**src/rtl/strobe_bus_front.sv**
```systemverilog
module strobe_bus_front #(
  parameter int AW       = 16,
  parameter int DW       = 16,
  parameter int FILT     = 5,
  parameter int IDLE_LIM = 150
) (
  input  logic          clk,
  input  logic          rst_n,
  input  logic          bus_ce_n,
  input  logic          bus_we_n,
  input  logic          bus_oe_n,
  input  logic [AW-1:0] bus_addr,
  input  logic [DW-1:0] bus_din,
  output logic          wr_evt,
  output logic [AW-1:0] wr_addr,
  output logic [DW-1:0] wr_data,
  output logic          dq_oe,
  output logic          standby,
  output logic          auto_stby
);
  localparam int FW = $clog2(FILT + 1);
  localparam int IW = $clog2(IDLE_LIM + 1);

  // bit 0 chip enable, bit 1 write enable, bit 2 output enable
  logic [2:0]    s1, s2, flt;
  logic [FW-1:0] cnt [3];
  logic [AW-1:0] a1, a2, apend;
  logic [DW-1:0] d1, d2, dpend;
  logic          ws_sq, ws_fq, bad;
  logic [IW-1:0] icnt;

  wire ws_s = ~s2[0] & ~s2[1];
  wire ws_f = ~flt[0] & ~flt[1];
  wire act  = (s2 != s1) || (a2 != a1) || (d2 != d1);

  always_ff @(posedge clk or negedge rst_n) begin
    if (!rst_n) begin
      s1 <= '1;
      s2 <= '1;
      flt <= '1;
      a1 <= '0;
      a2 <= '0;
      d1 <= '0;
      d2 <= '0;
      for (int i = 0; i < 3; i++) cnt[i] <= '0;
    end else begin
      s1 <= {bus_oe_n, bus_we_n, bus_ce_n};
      s2 <= s1;
      a1 <= bus_addr;
      a2 <= a1;
      d1 <= bus_din;
      d2 <= d1;
      for (int i = 0; i < 3; i++) begin
        if (s2[i] == flt[i]) cnt[i] <= '0;
        else if (cnt[i] == FW'(FILT - 1)) begin
          flt[i] <= s2[i];
          cnt[i] <= '0;
        end else cnt[i] <= cnt[i] + 1'b1;
      end
    end
  end

  always_ff @(posedge clk or negedge rst_n) begin
    if (!rst_n) begin
      ws_sq   <= 1'b0;
      ws_fq   <= 1'b0;
      apend   <= '0;
      dpend   <= '0;
      bad     <= 1'b0;
      wr_evt  <= 1'b0;
      wr_addr <= '0;
      wr_data <= '0;
    end else begin
      ws_sq <= ws_s;
      ws_fq <= ws_f;
      if (ws_s && !ws_sq && !ws_f) apend <= a2;
      if (ws_s) dpend <= d2;
      if (ws_f && !ws_fq) bad <= ~flt[2];
      else if (ws_f) bad <= bad | ~flt[2];
      wr_evt <= 1'b0;
      if (!ws_f && ws_fq && !bad) begin
        wr_evt  <= 1'b1;
        wr_addr <= apend;
        wr_data <= dpend;
      end
    end
  end

  always_ff @(posedge clk or negedge rst_n) begin
    if (!rst_n) icnt <= '0;
    else if (act) icnt <= '0;
    else if (icnt != IW'(IDLE_LIM)) icnt <= icnt + 1'b1;
  end

  assign auto_stby = (icnt == IW'(IDLE_LIM));
  assign standby   = flt[0];
  assign dq_oe     = ~flt[0] & ~flt[2] & flt[1];

  p_evt_single_r1: assert property (@(posedge clk) disable iff (!rst_n)
    wr_evt |=> !wr_evt);
  p_addr_hold_r2: assert property (@(posedge clk) disable iff (!rst_n)
    (ws_f && ws_fq) |=> $stable(apend));
  p_data_hold_r3: assert property (@(posedge clk) disable iff (!rst_n)
    (!ws_s && !ws_sq) |=> $stable(dpend));
  p_oe_high_r4: assert property (@(posedge clk) disable iff (!rst_n)
    wr_evt |-> $past(flt[2], 2));
  p_ce_low_r5: assert property (@(posedge clk) disable iff (!rst_n)
    wr_evt |-> $past(!flt[0], 2));
  p_filter_r7: assert property (@(posedge clk) disable iff (!rst_n)
    (flt[1] != $past(flt[1])) |-> ($past(cnt[1]) == FW'(FILT - 1)));
  p_idle_hold_r8: assert property (@(posedge clk) disable iff (!rst_n)
    (auto_stby && !act) |=> auto_stby);
endmodule

```
**config.mk**
```make
export PLATFORM = sky130hd
export DESIGN_NAME = strobe_bus_front
export DESIGN_NICKNAME = d
export VERILOG_FILES = /design/src/rtl/strobe_bus_front.sv
export SDC_FILE = /design/constraint.sdc
export NUM_CORES = 1
export LEC_CHECK = 0
export BUFFER_PORTS_ARGS = -buffer_cell sky130_fd_sc_hd__buf_2
export CAP_MARGIN = 20
export CORE_MARGIN = 1
export CORE_UTILIZATION = 40
export DETAILED_ROUTE_END_ITERATION = 10
export GPL_TIMING_DRIVEN = 0
export PLACE_DENSITY_LB_ADDON = 0.1
export SLEW_MARGIN = 20
export SYNTH_ARGS = -nofsm -noshare
export SYNTH_HDL_FRONTEND = slang
export SYNTH_SLANG_ARGS = --single-unit
```
**constraint.sdc**
```tcl
create_clock -name clk -period 4.4 [get_ports clk]
set_clock_uncertainty 0.15 [all_clocks]
set_input_delay 0.88 -clock clk [delete_from_list [all_inputs] [get_ports clk]]
set_output_delay 0.88 -clock clk [all_outputs]
set_load 0.02 [all_outputs]
```
==> flow_summary.json, run 1 <==
{
  "antenna_cells": 0,
  "ir_worst_vdd_mv": 0.3187,
  "drc": 0,
  "start_kind": "register",
  "cts_hold_buffers": 0,
  "die_area_mm2": 0.01469,
  "clock.fmax_mhz": 369.5,
  "cts_max_level": 4,
  "setup_ws_ns": 1.694,
  "hold_path_class": "primary input to asynchronous set/reset pin",
  "hold_viol": 0,
  "cts.sinks": 158,
  "worst-path-max-fanout": 3,
  "power_frac_clock_pct": 32.6,
  "die_y_um": 121.2,
  "synthTopCellsByArea": "dfrtp_1, mux2_2, xor2_1",
  "final.period_utilization_pct": 61.51,
  "ant_nets": 0,
  "antenna_found_initial": 0,
  "yosys.area.top_type_share_pct": 65.58,
  "cpPeakStageDelay_ns": 0.40,
  "clk_pin_slew_ns": 0.06,
  "ctsResizeCount": 0,
  "cp_top_family": "simple AND/OR/NAND/NOR gates",
  "grt_util_all_layers_pct": 15.02,
  "grt_pass1_vias": 3133,
  "power_mw": 4.305,
  "drt_iter0_markers": 128,
  "clock_latency_ns": 0.42,
  "tritoncts": "yes",
  "synth_cells": 356,
  "register_area_mm2": 0.003965,
  "synth-seq-cells": 158,
  "worstMarginPinSlew_ns": 0.6459,
  "fin_nets": 493,
  "layout.cells.non_filler": 641,
  "power_frac_seq_pct": 45.8,
  "power_switching_share_pct": 28.85,
  "synth_seq_area_share_pct": 69.74,
  "netSwitchingPower_mw": 1.242,
  "syn_nets": 401,
  "final_cell_mix": "dfrtp_1, buf_2, mux2_2",
  "critPathArrivalTime_ns": 1.68,
  "comb_power_share_pct": 21.6,
  "rsz0062_at_grt": "false",
  "tns_ns": 0,
  "layout-drive-gt1-share_pct": 42.08,
  "cts-root-buf": "clkbuf_16",
  "syn2layout_area_growth_pct": 21.02,
  "wl_per_cell_um": 15.31,
  "pin_count": 73,
  "status": "finished clean",
  "postCtsSetupBuffers": 0,
  "dp_cells": 609,
  "cap_violations": 0,
  "syn_area_per_cell_um2": 15.97,
  "cp_slowest_cell": "dfrtp_1",
  "grt_pass1_wl_um": 16050,
  "final_common_cell": "dfrtp_1",
  "die-width_um": 121.2,
  "holdWs_ns": 0.2322,
  "core_region_area_mm2": 0.01388,
  "wirelength_um": 9815,
  "fin_crit_ns": 2.706,
  "cts_made_buffers": 17,
  "netlist_area_mm2": 0.005685,
  "synth_area_leader_cell": "dfrtp_1",
  "yosysUniqueCellTypes": 31,
  "viasPerCell": 4.655,
  "setup_viol_count_final": 0,
  "drt-pass1-iter-count": 4,
  "fillers": 1215,
  "multi_input_comb_area_mm2": 0.001632,
  "p_per_area_mw_per_mm2": 625.7,
  "start_util_pct": 40.96,
  "grt_max_degree": 101,
  "crit_type": "register to primary output",
  "place_ws_ns": 2.100,
  "grt.overflow.total": 0,
  "cp_cell_sequence": "nor3b_1, nand4_1, inv_1, buf_2",
  "slew_violations": 0,
  "vias": 2984,
  "cp.required_ns": 3.37,
  "clock_path_buffers": 2,
  "gp_congestion": 0.7363,
  "synth_edf_count": 0,
  "cp_num_buf_inv": 2,
  "dp_hpwl_um": 6508,
  "p_leak_nw": 3.142,
  "end_kind": "primary output",
  "async_flop_share_pct": 100.0,
  "internal_power_mw": 3.063,
  "portBuffers": 72,
  "relSlewSlack_pct": 56.62,
  "synthFlopType": "dfrtp_1",
  "row_count": 43,
  "ys.warnings.count": 0
}
[power by group through the flow]
stage	clock [mW]	combinational (mW)	sequential [mW]
floorplan	0	0.463	2.14
global placement	0	0.920	1.99
detailed placement	0	0.948	2.00
CTS	1.45	0.952	1.98
global route	1.52	1.01	2.02
finish	1.40	0.932	1.97
[cells in the mapped netlist (all sizes together) (3+ instances only)]
library cell / n
ha: 8
nor2: 9
inv: 12
nor3: 3
buf: 7
nor3b: 6
dfstp: 9
mux2: 67
nand2: 6
nor4: 17
nand3: 4
nor2b: 3
xor2: 36
xnor2: 7
mux2i: 3
dfrtp: 149
[flip-flops by register name (all words and copies together), names as in the netlist]
name	flops
a2	16
d1	16
wr_addr	16
dpend	16
s1	3
flt	3
d2	16
s2	3
cnt	9
a1	16
wr_evt	1
bad	1
icnt	8
apend	16
ws_fq	1
ws_sq	1
wr_data	16
[area by class of cell]
class                   instances  area share (%)
clock inverters                15           2.128
plain buffers                   7          0.6365
clock buffers                  17           6.183
inverters                      12          0.6547
multi-input cells             179           23.71
repair buffers                 73           5.783
well taps                     180           3.273
flip-flops and latches        158           57.63
[worst paths after layout]
check / to / cells past startpoint / start / slack [ns]
setup reg to reg: apend[13]$_DFFE_PN0P_ / 4 / flt[0]$_DFFE_PN1P_ / 2.22
hold / removal: cnt[1]$_DFF_PN0_ / 1 / rst_n / 0.23
max in group asynchronous: flt[1]$_DFFE_PN1P_ / 2 / rst_n / 3.05
setup / recovery: auto_stby / 4 / icnt[5]$_DFFE_PN0P_ / 1.69
hold reg to reg: s2[2]$_DFF_PN1_ / 0 / s1[2]$_DFF_PN1_ / 0.23
min in group clk: s2[2]$_DFF_PN1_ / 0 / s1[2]$_DFF_PN1_ / 0.23
[routing by layer]
metal  track usage (%)  share of wire [%]  up-vias
met3             5.545                5.3        6
met1             20.34                 48     1516
met2             21.89                 46       58
met4             5.787               0.98        0
li1                  -                  -     1404
met5                 0                  0        -
[metrics by stage]
step,util [%],cell area (um^2)
5_1_grt,49.57,6880
2_1_floorplan,-,5685
4_1_cts,49.57,6880
3_3_place_gp,45.18,6271
6_report,49.57,6880
3_5_place_dp,45.45,6309
[cells by family (layout without fill, tap and decap cells)]
| group | Yosys count | count (layout) | share of synthesized area (%) |
|---|---|---|---|
| AO/OA/AOI/OAI | 7 | 7 | 0.8142 |
| XOR/XNOR | 43 | 43 | 6.624 |
| flip-flops | 158 | 158 | 69.74 |
| multiplexers | 70 | 70 | 13.80 |
| AND/OR/NAND/NOR | 51 | 51 | 5.700 |
| adder cells (fa/ha/maj) | 8 | 8 | 1.761 |
| buffers and inverters | 19 | 124 | 1.562 |
(Power assumes the default switching activity.)
==> inputs of run 2 (changes only) <==
- clock period: 4.4 -> 2.7 ns (I/O delays scaled with it)
==> run 2 against run 1 <==
Core utilization up 0.072 points. Global-route usage unchanged. Critical path depth unchanged. Combinational power up 63%. Via count about the same. Total power up 63%. Hold slack worse by 0.16 ns. Register-to-register slack worse by 1.7 ns. Setup slack worse by 1.4 ns. Count of clock-buffer cells in the layout unchanged. Cell count up 0.16%. Design area up 0.15%.
==> flow_summary.json, run 2 (synthesized netlist as in run 1, its figures left out) <==
{
  "status": "finished clean",
  "clock_path_buffers": 2,
  "cp.required_ns": 2.01,
  "clock.fmax_mhz": 422.7,
  "grt_pass1_wl_um": 16050,
  "dp_hpwl_um": 6508,
  "antenna_found_initial": 0,
  "p_leak_nw": 3.146,
  "rsz0062_at_grt": "false",
  "grt_pass1_vias": 3133,
  "drt-pass1-iter-count": 4,
  "clk_pin_slew_ns": 0.06,
  "grt.overflow.total": 0,
  "hold_path_class": "primary input to register",
  "fillers": 1215,
  "power_mw": 7.017,
  "tns_ns": 0,
  "ant_nets": 0,
  "cts-root-buf": "clkbuf_16",
  "cap_violations": 0,
  "viasPerCell": 4.650,
  "antenna_cells": 0,
  "core_region_area_mm2": 0.01388,
  "holdWs_ns": 0.07671,
  "worst-path-max-fanout": 3,
  "syn2layout_area_growth_pct": 21.19,
  "clock_latency_ns": 0.41,
  "grt_max_degree": 101,
  "final.period_utilization_pct": 87.61,
  "gp_congestion": 0.7363,
  "end_kind": "primary output",
  "ir_worst_vdd_mv": 0.5200,
  "worstMarginPinSlew_ns": 0.6448,
  "hold_viol": 0,
  "wirelength_um": 9822,
  "cts_made_buffers": 17,
  "critPathArrivalTime_ns": 1.68,
  "vias": 2985,
  "slew_violations": 0,
  "portBuffers": 72,
  "start_kind": "register",
  "p_per_area_mw_per_mm2": 1018,
  "drt_iter0_markers": 115,
  "die-width_um": 121.2,
  "wl_per_cell_um": 15.30,
  "crit_type": "register to primary output",
  "layout-drive-gt1-share_pct": 41.99,
  "start_util_pct": 40.96,
  "row_count": 43,
  "final_cell_mix": "dfrtp_1, buf_2, mux2_2",
  "final_common_cell": "dfrtp_1",
  "grt_util_all_layers_pct": 15.02,
  "fin_crit_ns": 2.365,
  "setup_viol_count_final": 0,
  "relSlewSlack_pct": 56.69,
  "pin_count": 73,
  "tritoncts": "yes",
  "die_y_um": 121.2,
  "fin_nets": 494,
  "cts.sinks": 158,
  "fin_util_pct": 49.64,
  "cts_max_level": 4,
  "die_area_mm2": 0.01469,
  "drc": 0
}
==> run 2: worst max-delay path, cell delays in order, from the launching register on <==
cell     delay [ns]
dfrtp_1        0.40
nor3b_1        0.33
nand4_1        0.25
inv_1          0.11
buf_2          0.16
==> run 2: repair_timing <==
item	4_1_cts	5_1_grt
hold buffers	1	0
setup buffers	0	0
gates resized for setup	0	0
hold endpoints to repair	58	0
setup endpoints to repair	0	0
==> run 2: power breakdown <==
group	switching, mW	leakage (nW)	internal [mW]
sequential	0.296	1.89	2.92
clock	0.930	0.275	1.35
combinational	0.799	0.978	0.721
total	2.02	3.15	4.99
==> run 2: area by class of cell <==
cell class	count	area (um^2)	area share (%)
clock inverter	15	146.4	2.125
multi-input combinational	179	1632	23.68
sequential	158	3965	57.54
timing repair buffer	74	407.9	5.920
inverter	12	45.04	0.6537
clock buffer	17	425.4	6.174
tap	180	225.2	3.269
buffer	7	43.79	0.6356
==> run 2: layer usage <==
metal / vias up / global-route usage [%] / share of wire (%)
met1: 1519 / 20.37 / 48
li1: 1402 / - / -
met4: 0 / 5.787 / 0.86
met5: - / 0 / 0
met3: 5 / 5.498 / 5.3
met2: 59 / 21.89 / 46
==> run 2: path summary, 6_finish.rpt <==
check | startpoint | endpoint | slack, ns | cells after the start
setup reg to reg | flt[0]$_DFFE_PN1P_ | apend[13]$_DFFE_PN0P_ | 0.52 | 4
hold reg to reg | s1[2]$_DFF_PN1_ | s2[2]$_DFF_PN1_ | 0.23 | 0
min in group asynchronous | rst_n | cnt[1]$_DFF_PN0_ | 0.49 | 2
hold / removal | bus_ce_n | s1[0]$_DFF_PN1_ | 0.08 | 1
setup / recovery | icnt[5]$_DFFE_PN0P_ | auto_stby | 0.33 | 4
max in group asynchronous | rst_n | flt[1]$_DFFE_PN1P_ | 1.09 | 3
==> run 2: metrics by stage <==
step,setup slack (ns),area [um^2],std cells
floorplan,0.8307,5685,356
global placement,-1.418,6271,608
detailed placement,0.5113,6309,609
CTS,0.2889,6890,642
global route,0.1578,6890,642
finish,0.3345,6890,642
